--- src/rtl/packed_divider_pkg.sv ---
package packed_divider_pkg;

    typedef enum logic {
        ST_IDLE = 1'b0,
        ST_RUN  = 1'b1
    } div_state_e;

    // Operation configuration captured at acceptance
    typedef struct packed {
        logic word;
        logic sgn;
    } div_cfg_t;

    // Side information produced while the operands are conditioned
    typedef struct packed {
        logic q_neg;     // quotient must be negated at the end
        logic r_neg;     // remainder must be negated at the end
        logic ovf;       // high half of magnitude >= divisor magnitude
        logic zero;      // divisor operand is zero
        logic n;         // negative flag value
    } div_info_t;

    // Number of shift-subtract steps for a given narrow width
    function automatic int unsigned step_count(int unsigned bw, logic word);
        return word ? 2 * bw : bw;
    endfunction

    // Fixed total latency in clock edges after acceptance
    function automatic int unsigned op_latency(int unsigned bw, logic word, logic sgn);
        return step_count(bw, word) + 6 + (sgn ? 2 : 0);
    endfunction

endpackage

--- src/rtl/div_operand_prep.sv ---
module div_operand_prep
    import packed_divider_pkg::*;
#(
    parameter int unsigned BW = 8
) (
    input  logic              word,
    input  logic              sgn,
    input  logic [4*BW-1:0]   dvd,
    input  logic [2*BW-1:0]   dvs,
    output logic [2*BW-1:0]   rem_init,
    output logic [2*BW-1:0]   q_init,
    output logic [2*BW-1:0]   dvs_mag,
    output div_info_t         info
);
    localparam int unsigned WW = 2 * BW;
    localparam int unsigned DW = 2 * WW;

    logic [DW-1:0] dd_ext;
    logic [DW-1:0] dd_mag;
    logic [WW-1:0] dv_ext;
    logic          d_neg;
    logic          v_neg;

    always_comb begin
        // Extend the selected operand size to the wide datapath
        if (word) begin
            dd_ext = dvd;
            dv_ext = dvs;
        end else begin
            dd_ext = {{WW{sgn & dvd[WW-1]}}, dvd[WW-1:0]};
            dv_ext = {{BW{sgn & dvs[BW-1]}}, dvs[BW-1:0]};
        end

        d_neg   = sgn & dd_ext[DW-1];
        v_neg   = sgn & dv_ext[WW-1];
        dd_mag  = d_neg ? (~dd_ext + 1'b1) : dd_ext;
        dvs_mag = v_neg ? (~dv_ext + 1'b1) : dv_ext;

        // Narrow form parks its low dividend byte at the top of the
        // quotient shifter so the same loop feeds it in first.
        if (word) begin
            rem_init = dd_mag[DW-1:WW];
            q_init   = dd_mag[WW-1:0];
        end else begin
            rem_init = {{BW{1'b0}}, dd_mag[WW-1:BW]};
            q_init   = {dd_mag[BW-1:0], {BW{1'b0}}};
        end

        info.q_neg = d_neg ^ v_neg;
        info.r_neg = d_neg;
        info.ovf   = (rem_init >= dvs_mag);
        info.zero  = (dv_ext == '0);
        info.n     = sgn ? (d_neg ^ v_neg) : (word ? dvs[WW-1] : dvs[BW-1]);
    end

endmodule

--- src/rtl/div_step_core.sv ---
module div_step_core #(
    parameter int unsigned WW = 16
) (
    input  logic          clk,
    input  logic          rst,
    input  logic          load,
    input  logic          step,
    input  logic [WW-1:0] rem_init,
    input  logic [WW-1:0] q_init,
    input  logic [WW-1:0] dvs,
    output logic [WW-1:0] rem_o,
    output logic [WW-1:0] q_o
);
    logic [WW-1:0] rem_r;
    logic [WW-1:0] q_r;
    logic [WW:0]   shifted;
    logic [WW-1:0] diff;
    logic          ge;

    always_comb begin
        shifted = {rem_r, q_r[WW-1]};
        ge      = (shifted >= {1'b0, dvs});
        diff    = shifted[WW-1:0] - dvs;
    end

    always_ff @(posedge clk) begin
        if (rst) begin
            rem_r <= '0;
            q_r   <= '0;
        end else if (load) begin
            rem_r <= rem_init;
            q_r   <= q_init;
        end else if (step) begin
            rem_r <= ge ? diff : shifted[WW-1:0];
            q_r   <= {q_r[WW-2:0], ge};
        end
    end

    assign rem_o = rem_r;
    assign q_o   = q_r;

    // A partial remainder below the divisor stays below it after a step
    AST_REM_BELOW_DIVISOR: assert property (@(posedge clk) disable iff (rst)
        (step && !load && (rem_r < dvs)) |=> (rem_r < $past(dvs)));

endmodule

--- src/rtl/div_result_pack.sv ---
module div_result_pack #(
    parameter int unsigned BW = 8
) (
    input  logic              word,
    input  logic              sgn,
    input  logic              q_neg,
    input  logic              r_neg,
    input  logic              ovf_pre,
    input  logic              zero,
    input  logic [2*BW-1:0]   rem,
    input  logic [2*BW-1:0]   quo,
    input  logic [4*BW-1:0]   orig,
    output logic [4*BW-1:0]   result
);
    localparam int unsigned WW = 2 * BW;
    localparam int unsigned DW = 2 * WW;

    logic [WW-1:0] q_mag;
    logic [WW-1:0] r_mag;
    logic [WW-1:0] q_s;
    logic [WW-1:0] r_s;
    logic          q_top;
    logic          q_rest_nz;
    logic          range_bad;
    logic          hold;
    logic [DW-1:0] packed_w;

    always_comb begin
        if (word) begin
            q_mag     = quo;
            r_mag     = rem;
            q_top     = quo[WW-1];
            q_rest_nz = |quo[WW-2:0];
        end else begin
            q_mag     = {{BW{1'b0}}, quo[BW-1:0]};
            r_mag     = {{BW{1'b0}}, rem[BW-1:0]};
            q_top     = quo[BW-1];
            q_rest_nz = |quo[BW-2:0];
        end

        q_s = q_neg ? (~q_mag + 1'b1) : q_mag;
        r_s = r_neg ? (~r_mag + 1'b1) : r_mag;

        // Signed field fits one more negative value than positive
        range_bad = sgn & (q_neg ? (q_top & q_rest_nz) : q_top);
        hold      = ovf_pre | zero | range_bad;

        if (word)
            packed_w = {r_s, q_s};
        else
            packed_w = {orig[DW-1:WW], r_s[BW-1:0], q_s[BW-1:0]};

        result = hold ? orig : packed_w;
    end

endmodule

--- src/rtl/packed_divider.sv ---
module packed_divider
    import packed_divider_pkg::*;
#(
    parameter int unsigned BW = 8
) (
    input  logic              clk,
    input  logic              rst,
    input  logic              start_i,
    input  logic              word_i,
    input  logic              signed_i,
    input  logic [4*BW-1:0]   dividend_i,
    input  logic [2*BW-1:0]   divisor_i,
    output logic [4*BW-1:0]   result_o,
    output logic              flag_n_o,
    output logic              flag_z_o,
    output logic              flag_we_o,
    output logic              done_o
);
    localparam int unsigned WW      = 2 * BW;
    localparam int unsigned DW      = 2 * WW;
    localparam int unsigned LAT_MAX = op_latency(BW, 1'b1, 1'b1);
    localparam int unsigned CW      = $clog2(LAT_MAX + 1);

    div_state_e    state;
    logic [CW-1:0] cnt;
    div_cfg_t      cfg_r;
    div_info_t     info_r;
    logic [DW-1:0] orig_r;
    logic [WW-1:0] dvs_r;

    logic [DW-1:0] result_r;
    logic          fn_r;
    logic          fz_r;
    logic          done_r;

    logic          accept;
    logic          step;
    logic [CW-1:0] last_cnt;
    logic [CW-1:0] n_steps;

    logic [WW-1:0] p_rem_init;
    logic [WW-1:0] p_q_init;
    logic [WW-1:0] p_dvs_mag;
    div_info_t     p_info;
    logic [WW-1:0] c_rem;
    logic [WW-1:0] c_quo;
    logic [DW-1:0] packed_res;

    div_operand_prep #(.BW(BW)) u_prep (
        .word     (word_i),
        .sgn      (signed_i),
        .dvd      (dividend_i),
        .dvs      (divisor_i),
        .rem_init (p_rem_init),
        .q_init   (p_q_init),
        .dvs_mag  (p_dvs_mag),
        .info     (p_info)
    );

    always_comb begin
        accept   = (state == ST_IDLE) && start_i;
        last_cnt = CW'(op_latency(BW, cfg_r.word, cfg_r.sgn) - 1);
        n_steps  = CW'(step_count(BW, cfg_r.word));
        step     = (state == ST_RUN) && (cnt < n_steps);
    end

    div_step_core #(.WW(WW)) u_core (
        .clk      (clk),
        .rst      (rst),
        .load     (accept),
        .step     (step),
        .rem_init (p_rem_init),
        .q_init   (p_q_init),
        .dvs      (accept ? p_dvs_mag : dvs_r),
        .rem_o    (c_rem),
        .q_o      (c_quo)
    );

    div_result_pack #(.BW(BW)) u_pack (
        .word    (cfg_r.word),
        .sgn     (cfg_r.sgn),
        .q_neg   (info_r.q_neg),
        .r_neg   (info_r.r_neg),
        .ovf_pre (info_r.ovf),
        .zero    (info_r.zero),
        .rem     (c_rem),
        .quo     (c_quo),
        .orig    (orig_r),
        .result  (packed_res)
    );

    always_ff @(posedge clk) begin
        if (rst) begin
            state    <= ST_IDLE;
            cnt      <= '0;
            cfg_r    <= '0;
            info_r   <= '0;
            orig_r   <= '0;
            dvs_r    <= '0;
            result_r <= '0;
            fn_r     <= 1'b0;
            fz_r     <= 1'b0;
            done_r   <= 1'b0;
        end else begin
            done_r <= 1'b0;
            unique case (state)
                ST_IDLE: begin
                    if (start_i) begin
                        state      <= ST_RUN;
                        cnt        <= '0;
                        cfg_r.word <= word_i;
                        cfg_r.sgn  <= signed_i;
                        info_r     <= p_info;
                        orig_r     <= dividend_i;
                        dvs_r      <= p_dvs_mag;
                    end
                end
                ST_RUN: begin
                    cnt <= cnt + 1'b1;
                    if (cnt == last_cnt) begin
                        state    <= ST_IDLE;
                        done_r   <= 1'b1;
                        result_r <= packed_res;
                        fn_r     <= info_r.n;
                        fz_r     <= info_r.zero;
                    end
                end
                default: state <= ST_IDLE;
            endcase
        end
    end

    assign result_o  = result_r;
    assign flag_n_o  = fn_r;
    assign flag_z_o  = fz_r;
    assign flag_we_o = done_r;
    assign done_o    = done_r;

    // Independent latency counter used only by the checks below
    logic [CW-1:0] lat_ctr;
    always_ff @(posedge clk) begin
        if (rst)
            lat_ctr <= '0;
        else if (accept)
            lat_ctr <= '0;
        else if (state == ST_RUN)
            lat_ctr <= lat_ctr + 1'b1;
    end

    AST_DONE_PULSE: assert property (@(posedge clk) disable iff (rst)
        done_o |=> !done_o);
    AST_FIXED_LATENCY: assert property (@(posedge clk) disable iff (rst)
        done_o |-> (lat_ctr == CW'(op_latency(BW, cfg_r.word, cfg_r.sgn))));
    AST_BUSY_IGNORES_START: assert property (@(posedge clk) disable iff (rst)
        ((state == ST_RUN) && start_i) |=> ($stable(orig_r) && $stable(cfg_r)));
    AST_ZERO_DIVISOR_HOLDS: assert property (@(posedge clk) disable iff (rst)
        (done_o && flag_z_o) |-> (result_o == orig_r));
    AST_OUTPUTS_HOLD: assert property (@(posedge clk) disable iff (rst)
        !done_o |-> ($stable(result_o) && $stable(flag_n_o) && $stable(flag_z_o)));

endmodule

--- config.mk ---
export PLATFORM = sky130hd
export DESIGN_NAME = packed_divider
export DESIGN_NICKNAME = d
export VERILOG_FILES = /design/src/rtl/packed_divider_pkg.sv /design/src/rtl/div_operand_prep.sv /design/src/rtl/div_step_core.sv /design/src/rtl/div_result_pack.sv /design/src/rtl/packed_divider.sv
export SDC_FILE = /design/constraint.sdc
export NUM_CORES = 1
export LEC_CHECK = 0
export CAP_MARGIN = 5
export CORE_ASPECT_RATIO = 1.2
export CORE_MARGIN = 2
export CORE_UTILIZATION = 50
export DETAILED_ROUTE_END_ITERATION = 8
export PLACE_DENSITY = 0.72
export SLEW_MARGIN = 20
export SYNTH_ARGS = -nofsm -noshare
export SYNTH_HDL_FRONTEND = slang
export SYNTH_SLANG_ARGS = --single-unit
export TNS_END_PERCENT = 30
--- constraint.sdc ---
create_clock -name clk -period 6.5 [get_ports clk]
set_clock_uncertainty 0.05 [all_clocks]
set_input_delay 1.3 -clock clk [delete_from_list [all_inputs] [get_ports clk]]
set_output_delay 1.3 -clock clk [all_outputs]
set_load 0.03 [all_outputs]
### Word-level counts from Yosys, hierarchy flattened

Cells that the tools add are included.

| storage, ports and cells | value |
|---|---|
| bits in latches | 0 |
| memory bits (read-only) | 0 |
| output and inout port bits | 36 |
| input bits | 53 |
| RAM bits | 0 |
| flip-flop bits (word level) | 128 |
| memories kept | 0 |
| logic and storage cells | 85 |

| cells by class | value |
|---|---|
| divide/modulo/power cells | 0 |
| bitwise gates (word level) | 14 |
| $mul | 0 |
| reduce and logical (&&, ||, !) cells | 9 |
| mux-type cells | 31 |
| magnitude comparators | 3 |
| add/subtract/negate cells | 9 |
| shifts and indexed selects | 0 |
| eq/ne operators | 2 |

Operators by type and width:

| kind | number |
|---|---|
| 2-to-1 mux 16 bit | 14 |
| 2-to-1 mux 32 bit | 4 |
| adder 16 x 1 -> 16 bit (second input constant) | 3 |
| inverter 16 bit | 3 |
| adder 32 x 1 -> 32 bit (second input constant) | 1 |
| inverter 32 bit | 1 |
| >= comparator 17 x 16 -> 1 bit | 1 |
| >= comparator 16 bit | 1 |
| zero test 16 bit | 1 |
| subtractor 16 bit | 1 |
| OR reduction 15 bit | 1 |
| 2-to-1 mux 5 bit | 2 |
| one-hot mux 5 bit (2 select lines) | 1 |
| 2-to-1 mux 1 bit | 8 |
| OR reduction 7 bit | 1 |
| AND 1 bit | 6 |
| adder 5 x 1 -> 5 bit (second input constant) | 1 |
| adder 5 x 2 -> 5 bit | 1 |
| adder 5 x 3 -> 5 bit (second input constant) | 1 |
| equality test 5 bit | 1 |
| less-than comparator 5 bit | 1 |
| subtractor 5 x 1 -> 5 bit (second input constant) | 1 |
| AND reduction 2 bit | 2 |
| logical AND 1 bit | 2 |
| other kinds (8) | 9 |

### Logic depth before layout (Yosys ltp)

| depth | value |
|---|---|
| depth in word-level cells | 10 |
| mapped depth | 18 |
| gate-level depth less buffers | 17 |

### Hierarchy

From an unflattened synthesis, not the netlist that was laid out.

| second synthesis, totals | value |
|---|---|
| cells, all modules | 1238 |
| area, all modules | 9759.4 sq um |

By module, submodules not included:

| module | sequential area each (sq um) | area an instance (sq um) | instances | cells each |
|---|---|---|---|---|
| packed_divider | 1921.8 | 3893.7 | 1 | 410 |
| div_step_core | 640.6 | 2542.4 | 1 | 334 |
| div_operand_prep | 0.0 | 2062.0 | 1 | 304 |
| div_result_pack | 0.0 | 1261.2 | 1 | 190 |

### Worst setup path before layout

OpenSTA, ideal clock, no wires.

| timing | value |
|---|---|
| kind | input port to flip-flop |
| start point | input port word_i |
| end point | register u_core.rem_r[7] (netlist: u_core.rem_o[7]) |
| arrival | 4.662 ns |
| required time | 6.309 ns |
| library setup time | 0.141 ns |
| stages | 16 |
| path slack | 1.647 ns |
| cells stage by stage | clkbuf_1 -> mux2i_1 -> nand2b_1 -> o21ai_0 -> xnor2_1 -> nor2_1 -> a21oi_1 -> ha_1 -> o21ai_0 -> nor2_1 -> o41a_1 -> nor4_2 -> nor2_1 -> buf_2 -> mux2i_1 -> o221ai_1 |

| between the ends | value |
|---|---|
| cells in the longest elaborated chain, start to end | 9 |

RTL lines:

| item | line | source |
|---|---|---|
| start, declared | packed_divider.sv:9 | `input logic word_i,` |
| 2-to-1 mux 16 bit | div_operand_prep.sv:26 | `if (word) begin` |
| inverter 16 bit | div_operand_prep.sv:37 | `dvs_mag = v_neg ? (~dv_ext + 1'b1) : dv_ext;` |
| adder 16 x 1 -> 16 bit | div_operand_prep.sv:37 |  |
| 2-to-1 mux 16 bit | div_operand_prep.sv:37 |  |
| 2-to-1 mux 16 bit | packed_divider.sv:74 | `.dvs (accept ? p_dvs_mag : dvs_r),` |
| >= comparator 17 x 16 -> 1 bit | div_step_core.sv:22 | `ge = (shifted >= {1'b0, dvs});` |
| 2-to-1 mux 16 bit | div_step_core.sv:34 | `rem_r <= ge ? diff : shifted[WW-1:0];` |
| 2-to-1 mux 16 bit | div_step_core.sv:33 | `end else if (step) begin` |
| 2-to-1 mux 16 bit (*) | div_step_core.sv:30 | `end else if (load) begin` |
| end signal, assigned | div_step_core.sv:31 | `rem_r <= rem_init;` |
| end signal, assigned | div_step_core.sv:34 |  |
| end, declared | div_step_core.sv:14 | `logic [WW-1:0] rem_r;` |

Mark *: on every way between the ends. The rest lies on a longest branch, timed or not. The select of a mux whose other input is x is not followed.
A chain may end at the register's enable or synchronous reset.

### Worst setup path after layout

| timing | value |
|---|---|
| start point | input port word_i |
| end point | register u_core.rem_r[0] (netlist: u_core.rem_o[0]) |

Same word-level chain as after synthesis.

==> out/metrics.cfg <==
[run_status]
status = complete, no violations

[power_and_ir_drop]
power_density_mw_per_mm2 = 276
power_leakage_nw = 3.77
p_clk_frac = 0.331
p_comb_frac = 0.342
internal-power_w = 0.00177
peakVddDrop_mv = 0.181
p_sw_w = 0.00103
seqPwrFrac = 0.327
power.share.switching = 0.367

[final_layout]
area_growth_pct = 18.0
final_nets = 1289
layout_common_cells = nand2_1, dfxtp_1, nor2_1, a21oi_1, clkdlybuf4s50_1
final_core_util = 0.601
multi_input_area_sq_mm = 0.00564
layout_commonest_cell = nand2_1
fillers = 1626
register_area_sq_mm = 0.00256
n_antenna_cell = 0
drive_gt1_frac = 0.0538
fin_area_sq_mm = 0.0101

[routing]
drt-total-wl_um = 27800
drt_iter0_markers = 723
viasPerCell = 6.11
num_vias = 8703
drt_pass1_iterations = 5
ant_nets = 0
wire_per_inst_um = 19.5
remaining_drc_errors = 0

[die]
row_count = 52
io_pins = 89
initial_utilization = 0.509
coreArea_sq_mm = 0.0169
die_height_um = 147
dieArea_sq_mm = 0.0182
die_x_um = 124

[clocking]
cts_hold_buffers = 0
cts_setup_buffers = 0
cts_tree = yes
numCtsBuffers = 17
clkTransAtPathRegs_ps = 60
cts_root_buf = clkbuf_16
htree_num_levels = 4
cts-resized-gates = 0
cts_buffer_depth = 2
clock_sinks = 128
clk_latency_ps = 430

[sta]
setup_viol = 0
hold_viol = 0
fmax_ghz = 0.178
slew_headroom = 0.399
rsz0062_at_grt = no
worst_slew_pin_slew_ps = 901
maxSlewViolCount = 0
period_share = 0.863
fin_crit_ps = 5610
tns_ps = 0

[placed_design]
dpl.hpwl_um = 20800
io_buffers = 88
gp_congestion = 0.962
dpl_cell_area_sq_mm = 0.00955

[yosys]
syn_nets = 1242
synthTopCellsByArea = dfxtp_1, nand2_1, a21oi_1
synth-main-ff-cell = dfxtp_1
yosysUniqueCellTypes = 68
syn_avg_cell_area_sq_um = 7.47
synthArstFlopShare = 0
netlist_area_sq_mm = 0.00858
synth_edf_count = 0
yosys_register_bits = 128
syn_inst = 1149
seq_area_frac_synth = 0.299
yosysWarnings = 0
synth_area_leader_cell = dfxtp_1
synth.top_cell.area_share = 0.299

[run]
cap_violations = 0

[setup_path]
cp-end-kind = flop
cp_num_buf_inv = 3
critPathMaxFanout = 12
start_kind = input port
cpLargestDelayFamily = simple AND/OR/NAND/NOR gates
slowest_delay_ps = 700
worstPathRequired_ps = 6790
worstPathCellList = clkdlybuf4s50_1 -> mux2i_1 -> buf_4 -> nor2b_1 -> nand2_1 -> xor2_1 -> nor2_1 -> a21oi_1 -> ha_1 -> a211oi_1 -> nor2_1 -> o41a_1 -> nor4_2 -> nor2_1 -> buf_4 -> mux2_2 -> o221ai_1
critPathMostFrequentCell = nor2_1
cp.arrival_ps = 5900
critPathSlowestCell = clkdlybuf4s50_1
critPathKind = input port to flop
rrSetupSlack_ps = 2180

[global_route]
grt_pass1_wl_um = 43500
antenna_found_initial = 0
grt_pass1_vias = 7987
grt-ovfl-total = 0
grt_max_degree = 59
grt.total_usage = 0.311

[worst_hold_path]
worstHoldPathType = flop to flop

## state kept, by name, indices dropped and copies added, names as in the netlist
signal / cells
dvs_r: 16
result_o: 32
flag_n_o: 1
flag_z_o: 1
cfg_r: 2
state: 1
u_core.q_o: 16
cnt: 5
info_r: 5
done_o: 1
orig_r: 32
u_core.rem_o: 16
## power groups by stage
stage	clock, W	sequential (W)	combinational (W)
floorplan	0	0.000889	0.000710
CTS	0.000929	0.000911	0.000944
detailed placement	0	0.000929	0.000938
global route	0.000968	0.000922	0.00105
finish	0.000925	0.000914	0.000957
global placement	0	0.000926	0.000929
## synth_stat cells, drive strengths merged (13+ instances only)
cell type    n
xnor2       43
a21oi      112
nor2       112
mux2i       27
dfxtp      128
inv         27
o31ai       18
clkbuf      55
nand2      214
nand4       13
a211oi      20
ha          39
o211ai      19
buf         18
xor2        39
nor3        21
o21ai       61
## tightest hold or removal path: stages (launching register included)
cell	delay (ps)
dfxtp_1	320
nand2_1	40
o21ai_0	50
## cells by family after synthesis
family | after synthesis | share of synthesized area
muxes | 31 | 0.0368
xor gates and xnor gates | 82 | 0.0837
DFF | 128 | 0.299
adders and majority gates | 40 | 0.0592
buffers and inverters | 101 | 0.0461
AOI/OAI and AO/OA | 323 | 0.242
and+or+nand+nor | 444 | 0.234
## cell type report
class / count / share of cell area
clock buffers: 21 / 0.0455
clock inverters: 11 / 0.0104
inverters: 28 / 0.0104
multi-input cells: 920 / 0.557
flip-flops and latches: 128 / 0.253
well taps: 216 / 0.0267
repair buffers: 101 / 0.0964
## metrics by stage
step | hold slack [ps] | worst slack, ps | power [W] | std cells
floorplan | 382 | 1650 | 0.00160 | 1149
detailed placement | 391 | 503 | 0.00187 | 1393
global route | 420 | 616 | 0.00294 | 1425
CTS | 402 | 909 | 0.00278 | 1425
finish | 397 | 891 | 0.00280 | 1425
global placement | 384 | 660 | 0.00186 | 1393
## layer usage
metal	track usage	share of wire	up-vias
li1	-	-	4191
met1	0.373	0.40	4068
met2	0.526	0.49	341
met5	0	0	-
met3	0.0490	0.054	103
met4	0.166	0.055	0
## final timing paths
path                from               to  cells past startpoint
max               word_i  u_core.rem_o[0]                     17
min          result_o[7]      result_o[7]                      2
max reg2reg        state  u_core.rem_o[0]                     12
min reg2reg  result_o[7]      result_o[7]                      2
Power figures use the tool's default switching activity.
